**config.mk**
```make
export PLATFORM = sky130hd
export DESIGN_NAME = rsd_align_sum
export DESIGN_NICKNAME = d
export VERILOG_FILES = /design/src/rtl/rsd_pkg.sv /design/src/rtl/rsd_skew_line.sv /design/src/rtl/rsd_digit_decode.sv /design/src/rtl/rsd_weighted_sum.sv /design/src/rtl/rsd_align_sum.sv
export SDC_FILE = /design/constraint.sdc
export NUM_CORES = 1
export LEC_CHECK = 0
export BUFFER_PORTS_ARGS = -buffer_cell sky130_fd_sc_hd__buf_4
export CORE_MARGIN = 1
export CORE_UTILIZATION = 41
export CTS_CLUSTER_DIAMETER = 50
export DETAILED_ROUTE_END_ITERATION = 10
export SYNTH_ARGS = -nofsm -noshare
export SYNTH_HDL_FRONTEND = slang
export SYNTH_SLANG_ARGS = --single-unit
```
**constraint.sdc**
```tcl
create_clock -name clk -period 3.7 [get_ports clk]
set_input_delay 1.11 -clock clk [delete_from_list [all_inputs] [get_ports clk]]
set_output_delay 1.11 -clock clk [all_outputs]
set_load 0.05 [all_outputs]
```
**src/rtl/rsd_pkg.sv**
```systemverilog
package rsd_pkg;
   localparam int CODE_W = 2;

   localparam logic [CODE_W-1:0] CODE_NEG  = 2'b00;
   localparam logic [CODE_W-1:0] CODE_ZERO = 2'b01;
   localparam logic [CODE_W-1:0] CODE_POS  = 2'b10;
   localparam logic [CODE_W-1:0] CODE_BAD  = 2'b11;

   typedef struct packed {
      logic              vld;
      logic [CODE_W-1:0] code;
   } stage_word_t;

   localparam stage_word_t STAGE_IDLE = '{vld: 1'b0, code: CODE_ZERO};
endpackage

```
**src/rtl/rsd_skew_line.sv**
```systemverilog
module rsd_skew_line
   import rsd_pkg::*;
#(
   parameter int DEPTH = 1
) (
   input  logic        clk,
   input  logic        rst,
   input  stage_word_t d_i,
   output stage_word_t q_o
);
   if (DEPTH < 1) begin : g_depth_chk
      $error("rsd_skew_line: DEPTH must be at least 1");
   end

   stage_word_t pipe [DEPTH];

   always_ff @(posedge clk) begin
      if (rst) begin
         for (int i = 0; i < DEPTH; i++) pipe[i] <= STAGE_IDLE;
      end else begin
         pipe[0] <= d_i;
         for (int i = 1; i < DEPTH; i++) pipe[i] <= pipe[i-1];
      end
   end

   assign q_o = pipe[DEPTH-1];
endmodule

```
**src/rtl/rsd_digit_decode.sv**
```systemverilog
module rsd_digit_decode
   import rsd_pkg::*;
(
   input  logic [CODE_W-1:0] code_i,
   output logic signed [1:0] dig_o,
   output logic              bad_o
);
   always_comb begin
      bad_o = 1'b0;
      unique case (code_i)
         CODE_NEG:  dig_o = -2'sd1;
         CODE_POS:  dig_o =  2'sd1;
         CODE_ZERO: dig_o =  2'sd0;
         default: begin
            dig_o = 2'sd0;
            bad_o = 1'b1;
         end
      endcase
   end
endmodule

```
**src/rtl/rsd_weighted_sum.sv**
```systemverilog
module rsd_weighted_sum #(
   parameter int NSTAGE   = 8,
   parameter bit TREE_ADD = 1'b1,
   localparam int OUT_W   = NSTAGE + 1
) (
   input  logic                 clk,
   input  logic                 rst,
   input  logic [2*NSTAGE-1:0]  dig_i,
   input  logic                 all_vld_i,
   input  logic                 any_bad_i,
   output logic [OUT_W-1:0]     res_o,
   output logic                 vld_o,
   output logic                 err_o
);
   localparam int SUM_W = NSTAGE + 2;
   localparam int NNODE = 2 * NSTAGE - 1;
   localparam logic signed [SUM_W-1:0] BIAS = SUM_W'(2 ** NSTAGE);
   localparam logic signed [SUM_W-1:0] MAXC = SUM_W'(2 ** OUT_W - 1);

   logic signed [SUM_W-1:0] term [NSTAGE];
   logic signed [SUM_W-1:0] sum_c;
   logic signed [SUM_W-1:0] biased_c;
   logic [OUT_W-1:0]        clip_c;

   // sign-extend each digit and shift it to its binary position
   always_comb begin
      for (int k = 0; k < NSTAGE; k++) begin
         term[k] = {{(SUM_W-2){dig_i[2*k+1]}}, dig_i[2*k +: 2]} <<< (NSTAGE - 1 - k);
      end
   end

   if (TREE_ADD) begin : g_tree
      logic signed [SUM_W-1:0] node [NNODE];
      always_comb begin
         for (int k = 0; k < NSTAGE; k++) node[NSTAGE-1+k] = term[k];
         for (int i = NSTAGE - 2; i >= 0; i--) node[i] = node[2*i+1] + node[2*i+2];
         sum_c = node[0];
      end
   end else begin : g_chain
      always_comb begin
         sum_c = '0;
         for (int k = 0; k < NSTAGE; k++) sum_c = sum_c + term[k];
      end
   end

   always_comb begin
      biased_c = sum_c + BIAS;
      if (biased_c < 0)         clip_c = '0;
      else if (biased_c > MAXC) clip_c = MAXC[OUT_W-1:0];
      else                      clip_c = biased_c[OUT_W-1:0];
   end

   always_ff @(posedge clk) begin
      if (rst) begin
         res_o <= '0;
         vld_o <= 1'b0;
         err_o <= 1'b0;
      end else begin
         res_o <= clip_c;
         vld_o <= all_vld_i;
         err_o <= all_vld_i & any_bad_i;
      end
   end

   AST_RESET_CLEAR: assert property (@(posedge clk) disable iff (rst) $past(rst) |-> (!vld_o && !err_o && res_o == '0));
   AST_OUT_RANGE: assert property (@(posedge clk) disable iff (rst) vld_o |-> (res_o != '0));
   AST_ERR_NEEDS_VALID: assert property (@(posedge clk) disable iff (rst) err_o |-> vld_o);
endmodule

```
**src/rtl/rsd_align_sum.sv**
```systemverilog
module rsd_align_sum
   import rsd_pkg::*;
#(
   parameter int NSTAGE   = 8,
   parameter bit TREE_ADD = 1'b1,
   localparam int OUT_W   = NSTAGE + 1
) (
   input  logic                       clk,
   input  logic                       rst,
   input  logic [CODE_W*NSTAGE-1:0]   stage_code_i,
   input  logic [NSTAGE-1:0]          stage_vld_i,
   output logic [OUT_W-1:0]           res_o,
   output logic                       vld_o,
   output logic                       err_o
);
   if (NSTAGE < 2 || NSTAGE > 24) begin : g_nstage_chk
      $error("rsd_align_sum: NSTAGE must lie in 2..24");
   end

   stage_word_t         aligned [NSTAGE];
   logic [2*NSTAGE-1:0] dig_flat;
   logic [NSTAGE-1:0]   bad_vec;
   logic [NSTAGE-1:0]   vld_vec;

   for (genvar k = 0; k < NSTAGE; k++) begin : g_stage
      stage_word_t  in_w;
      logic signed [1:0] dig_k;

      assign in_w.vld  = stage_vld_i[k];
      assign in_w.code = stage_code_i[CODE_W*k +: CODE_W];

      // stage k resolves k clocks late, so it needs k fewer registers
      rsd_skew_line #(.DEPTH(NSTAGE - k)) u_line (
         .clk (clk),
         .rst (rst),
         .d_i (in_w),
         .q_o (aligned[k])
      );

      rsd_digit_decode u_dec (
         .code_i (aligned[k].code),
         .dig_o  (dig_k),
         .bad_o  (bad_vec[k])
      );

      assign dig_flat[2*k +: 2] = dig_k;
      assign vld_vec[k]         = aligned[k].vld;
   end

   rsd_weighted_sum #(.NSTAGE(NSTAGE), .TREE_ADD(TREE_ADD)) u_sum (
      .clk       (clk),
      .rst       (rst),
      .dig_i     (dig_flat),
      .all_vld_i (&vld_vec),
      .any_bad_i (|bad_vec),
      .res_o     (res_o),
      .vld_o     (vld_o),
      .err_o     (err_o)
   );

   // the least significant digit alone sets the parity of the result
   AST_LSB_TRACK: assert property (@(posedge clk) disable iff (rst) (vld_o && !err_o) |-> (res_o[0] == $past(aligned[NSTAGE-1].code != CODE_ZERO)));
endmodule

```
==> reports/summary.txt <==
Status: complete, no violations
Antenna violations before repair: 0
Share of layout cells above drive strength 1: 34.18%
Peak supply drop: 0.0005457 V
Number of clock sinks: 119
Critical path depth: 13
Crit-path leading delay family: adder cells
Post-synthesis adder-cell area fraction: 8.732%
Cell leakage power: 0.002141 µW
Setup TNS: 0 ps
Total CTS buffers: 17
Worst path cell trace: nor2_4 > a21o_1 > inv_2 > buf_6 > fa_1 > fa_1 > inv_2 > fa_1 > ha_4 > a21oi_4 > xnor2_2 > xnor3_2 > nor3b_2
Synthesized instance count: 328
Die X-Extent: 99.50 µm
Final period util: 96.22%
Root buffer cell: clkbuf_8
1st-iter DRT viols: 43
First-pass GRT wire length: 9.232 mm
Slowest CP cell: fa_1
Via count: 2177
Cell Rows: 35
Yosys warns: 0
CP Class: flop to flop
Detail Route Antenna Nets: 0
Vias in the first global route: 2155
Type of the tightest min-delay check: flop to flop
Buf/Inv on CP: 3
Compound-Gate Fraction of Synth Area: 2.697%
Rel. slew slack: 51.07%
Fin Clk Skew: 8.612 ps
Hold Vio Cnt, Final: 0
Hpwl dp: 3.205 mm
Total Power: 3159 µW
Die height: 99.50 µm
Smallest setup slack after layout: 139.7 ps
Worst-Margin Slew: 734.0 ps
Synth Area in XOR/XNOR: 4.462%
I/O pin cnt: 37
Simple-Gate Fraction of Synth Area: 20.45%
Flops & latches, synth: 119
ANT cells: 0
Final RePlAce weighted congestion: 0.7370
Gr ovfl total: 0
Tmin final: 3560 ps
Seq/Total Area, Yosys: 61.12%
Hold Buf Count CTS: 0
RSZ-0062 raised after global routing: true
Wire length per cell: 9.946 µm
Crit end category: flop
FF-to-FF path depth: 13
Commonest non-fill, non-tap cell in the layout: dfxtp_1
Pre-CTS setup slack: 4.832 ps
Most frequent cells in the layout: dfxtp_1, nor2b_1, buf_4
Mean Syn Cell Area: 11.88 µm²
Die area: 9900 µm²
First-pass DRT Iterations: 4
Total core area: 9240 µm²
Starting Density: 42.18%
H-tree levels: 4
IO Port Bufs: 36
TritonCTS clock tree: built
Power per cell area: 627.5 nW/µm²
Required time worst endpoint: 4120 ps
Vias/cell: 4.179
Max Slew Vio Count: 0
Crit-path max FO: 5
All-Layer GR Usage: 12.43%
Drt drc: 0
Final non-filler cell total: 521
Area Growth Syn to Fin: 29.18%
Clk_lat worst skew: 500 ps
Net count after synthesis: 377
Max Cap Violations: 0
Post-layout nets: 428
Worst-path clk slew: 50 ps
Startpoint types: flop
Mux share of post-synthesis cell area: 0%
Placed Cells: 484
FMAX: 280.9 MHz
Post-Route WL: 5.182 mm
Largest net degree at the start of global routing: 84
# setup viols final: 0
Combinational family with the most area after synthesis: simple AND/OR/NAND/NOR gates
Synth Cell Area: 3897 µm²
Most frequent CP cell: fa_1
Clock Tree Buf Depth: 2
Hold path cells: 1
Fillers: 798
Cell variety after synth: 28
Post-layout util: 54.49%
Critical path arrival: 3980 ps
Crit path largest cell delay: 550 ps
==> timing repair <==
item,in CTS,in global routing
setup buffers,0,4
pin swaps,1,14
setup endpoints to repair,4,9
cloned,1,0
resized for setup,4,20
==> logic make-up after synthesis <==
| kind of cell | count (synthesis) |
|---|---|
| compound gates | 15 |
| xor+xnor | 16 |
| fa+ha+maj | 23 |
| buf+inv | 24 |
| flops | 119 |
| simple gates | 131 |
==> final timing paths <==
path / start / end / slack (ps)
worst min-delay path: g_stage[3].u_line.pipe[0][0] / g_stage[3].u_line.pipe[0][3] / 400
worst max-delay path: g_stage[7].u_line.pipe[0][0] / u_sum.res_o[2] / 140
worst min register to register: g_stage[3].u_line.pipe[0][0] / g_stage[3].u_line.pipe[0][3] / 400
worst max register to register: g_stage[7].u_line.pipe[0][0] / u_sum.res_o[2] / 140
==> sequential cells by signal (all words and copies together), names as in the netlist <==
name	cells
u_sum.err_o	1
g_stage.u_line.pipe	108
u_sum.vld_o	1
u_sum.res_o	9
==> cell type report <==
class / count / area [µm²] / area share [%]
Clock inverter: 11 / 147.6 / 2.932
Inverter: 9 / 33.78 / 0.6710
Multi-Input combinational cell: 186 / 1515 / 30.09
Tap cell: 129 / 161.4 / 3.206
Sequential cell: 119 / 2389 / 47.44
Clock buffer: 21 / 439.2 / 8.723
Timing Repair Buffer: 46 / 349.1 / 6.933
==> through the flow <==
| step | area (µm²) | hold WS [ps] |
|---|---|---|
| 6_report | 5035 | 404.9 |
| 5_1_grt | 5035 | 411.3 |
| 4_1_cts | 4927 | 405.8 |
| 3_5_place_dp | 4309 | 392.8 |
| 3_3_place_gp | 4309 | 390.3 |
| 2_1_floorplan | 3897 | 389.5 |
==> report_power, final <==
part / internal (µW) / total [µW] / switching, µW
registers: 1330 / 1340 / 11.3
logic: 111 / 237 / 126
clock network: 1040 / 1580 / 541
==> layer usage <==
layer	share of wire (%)	global-route usage [%]	vias up	wire length [µm]
met3	4.5	6.254	7	235
met5	0	0	-	0
met1	47	13.17	995	2453
met4	1.5	6.561	0	79
li1	-	-	1134	-
met2	47	20.30	41	2413
==> Yosys cell counts, drive strengths merged <==
master,number,area [µm²]
dfxtp,119,2382
nor2b,72,450.4
or2,37,231.5
ha,16,200.2
clkbuf,12,45.04
xnor2,12,123.9
inv,9,33.78
nor2,9,33.78
fa,7,140.1
nor3b,5,37.54
a21o,4,30.03
a21oi,4,20.02
nor3,4,20.02
buf,3,20.01
xor2,3,26.28
a221oi,2,17.52
a22o,2,17.52
a21boi,1,7.510
nand2,1,3.750
nand3,1,5.000
nand4,1,6.260
nor4b,1,8.760
o21ai,1,5.000
o21bai,1,7.510
xnor3,1,23.77
==> worst register-to-register path: stages (launching register included) <==
cell     delay (ps)
dfxtp_4         350
nor2_4          110
a21o_1          160
inv_2            70
buf_6           120
fa_1            470
fa_1            510
inv_2            40
fa_1            550
ha_4            230
a21oi_4         160
xnor2_2         150
xnor3_2         380
nor3b_2         200
(Power assumes the default switching activity.)
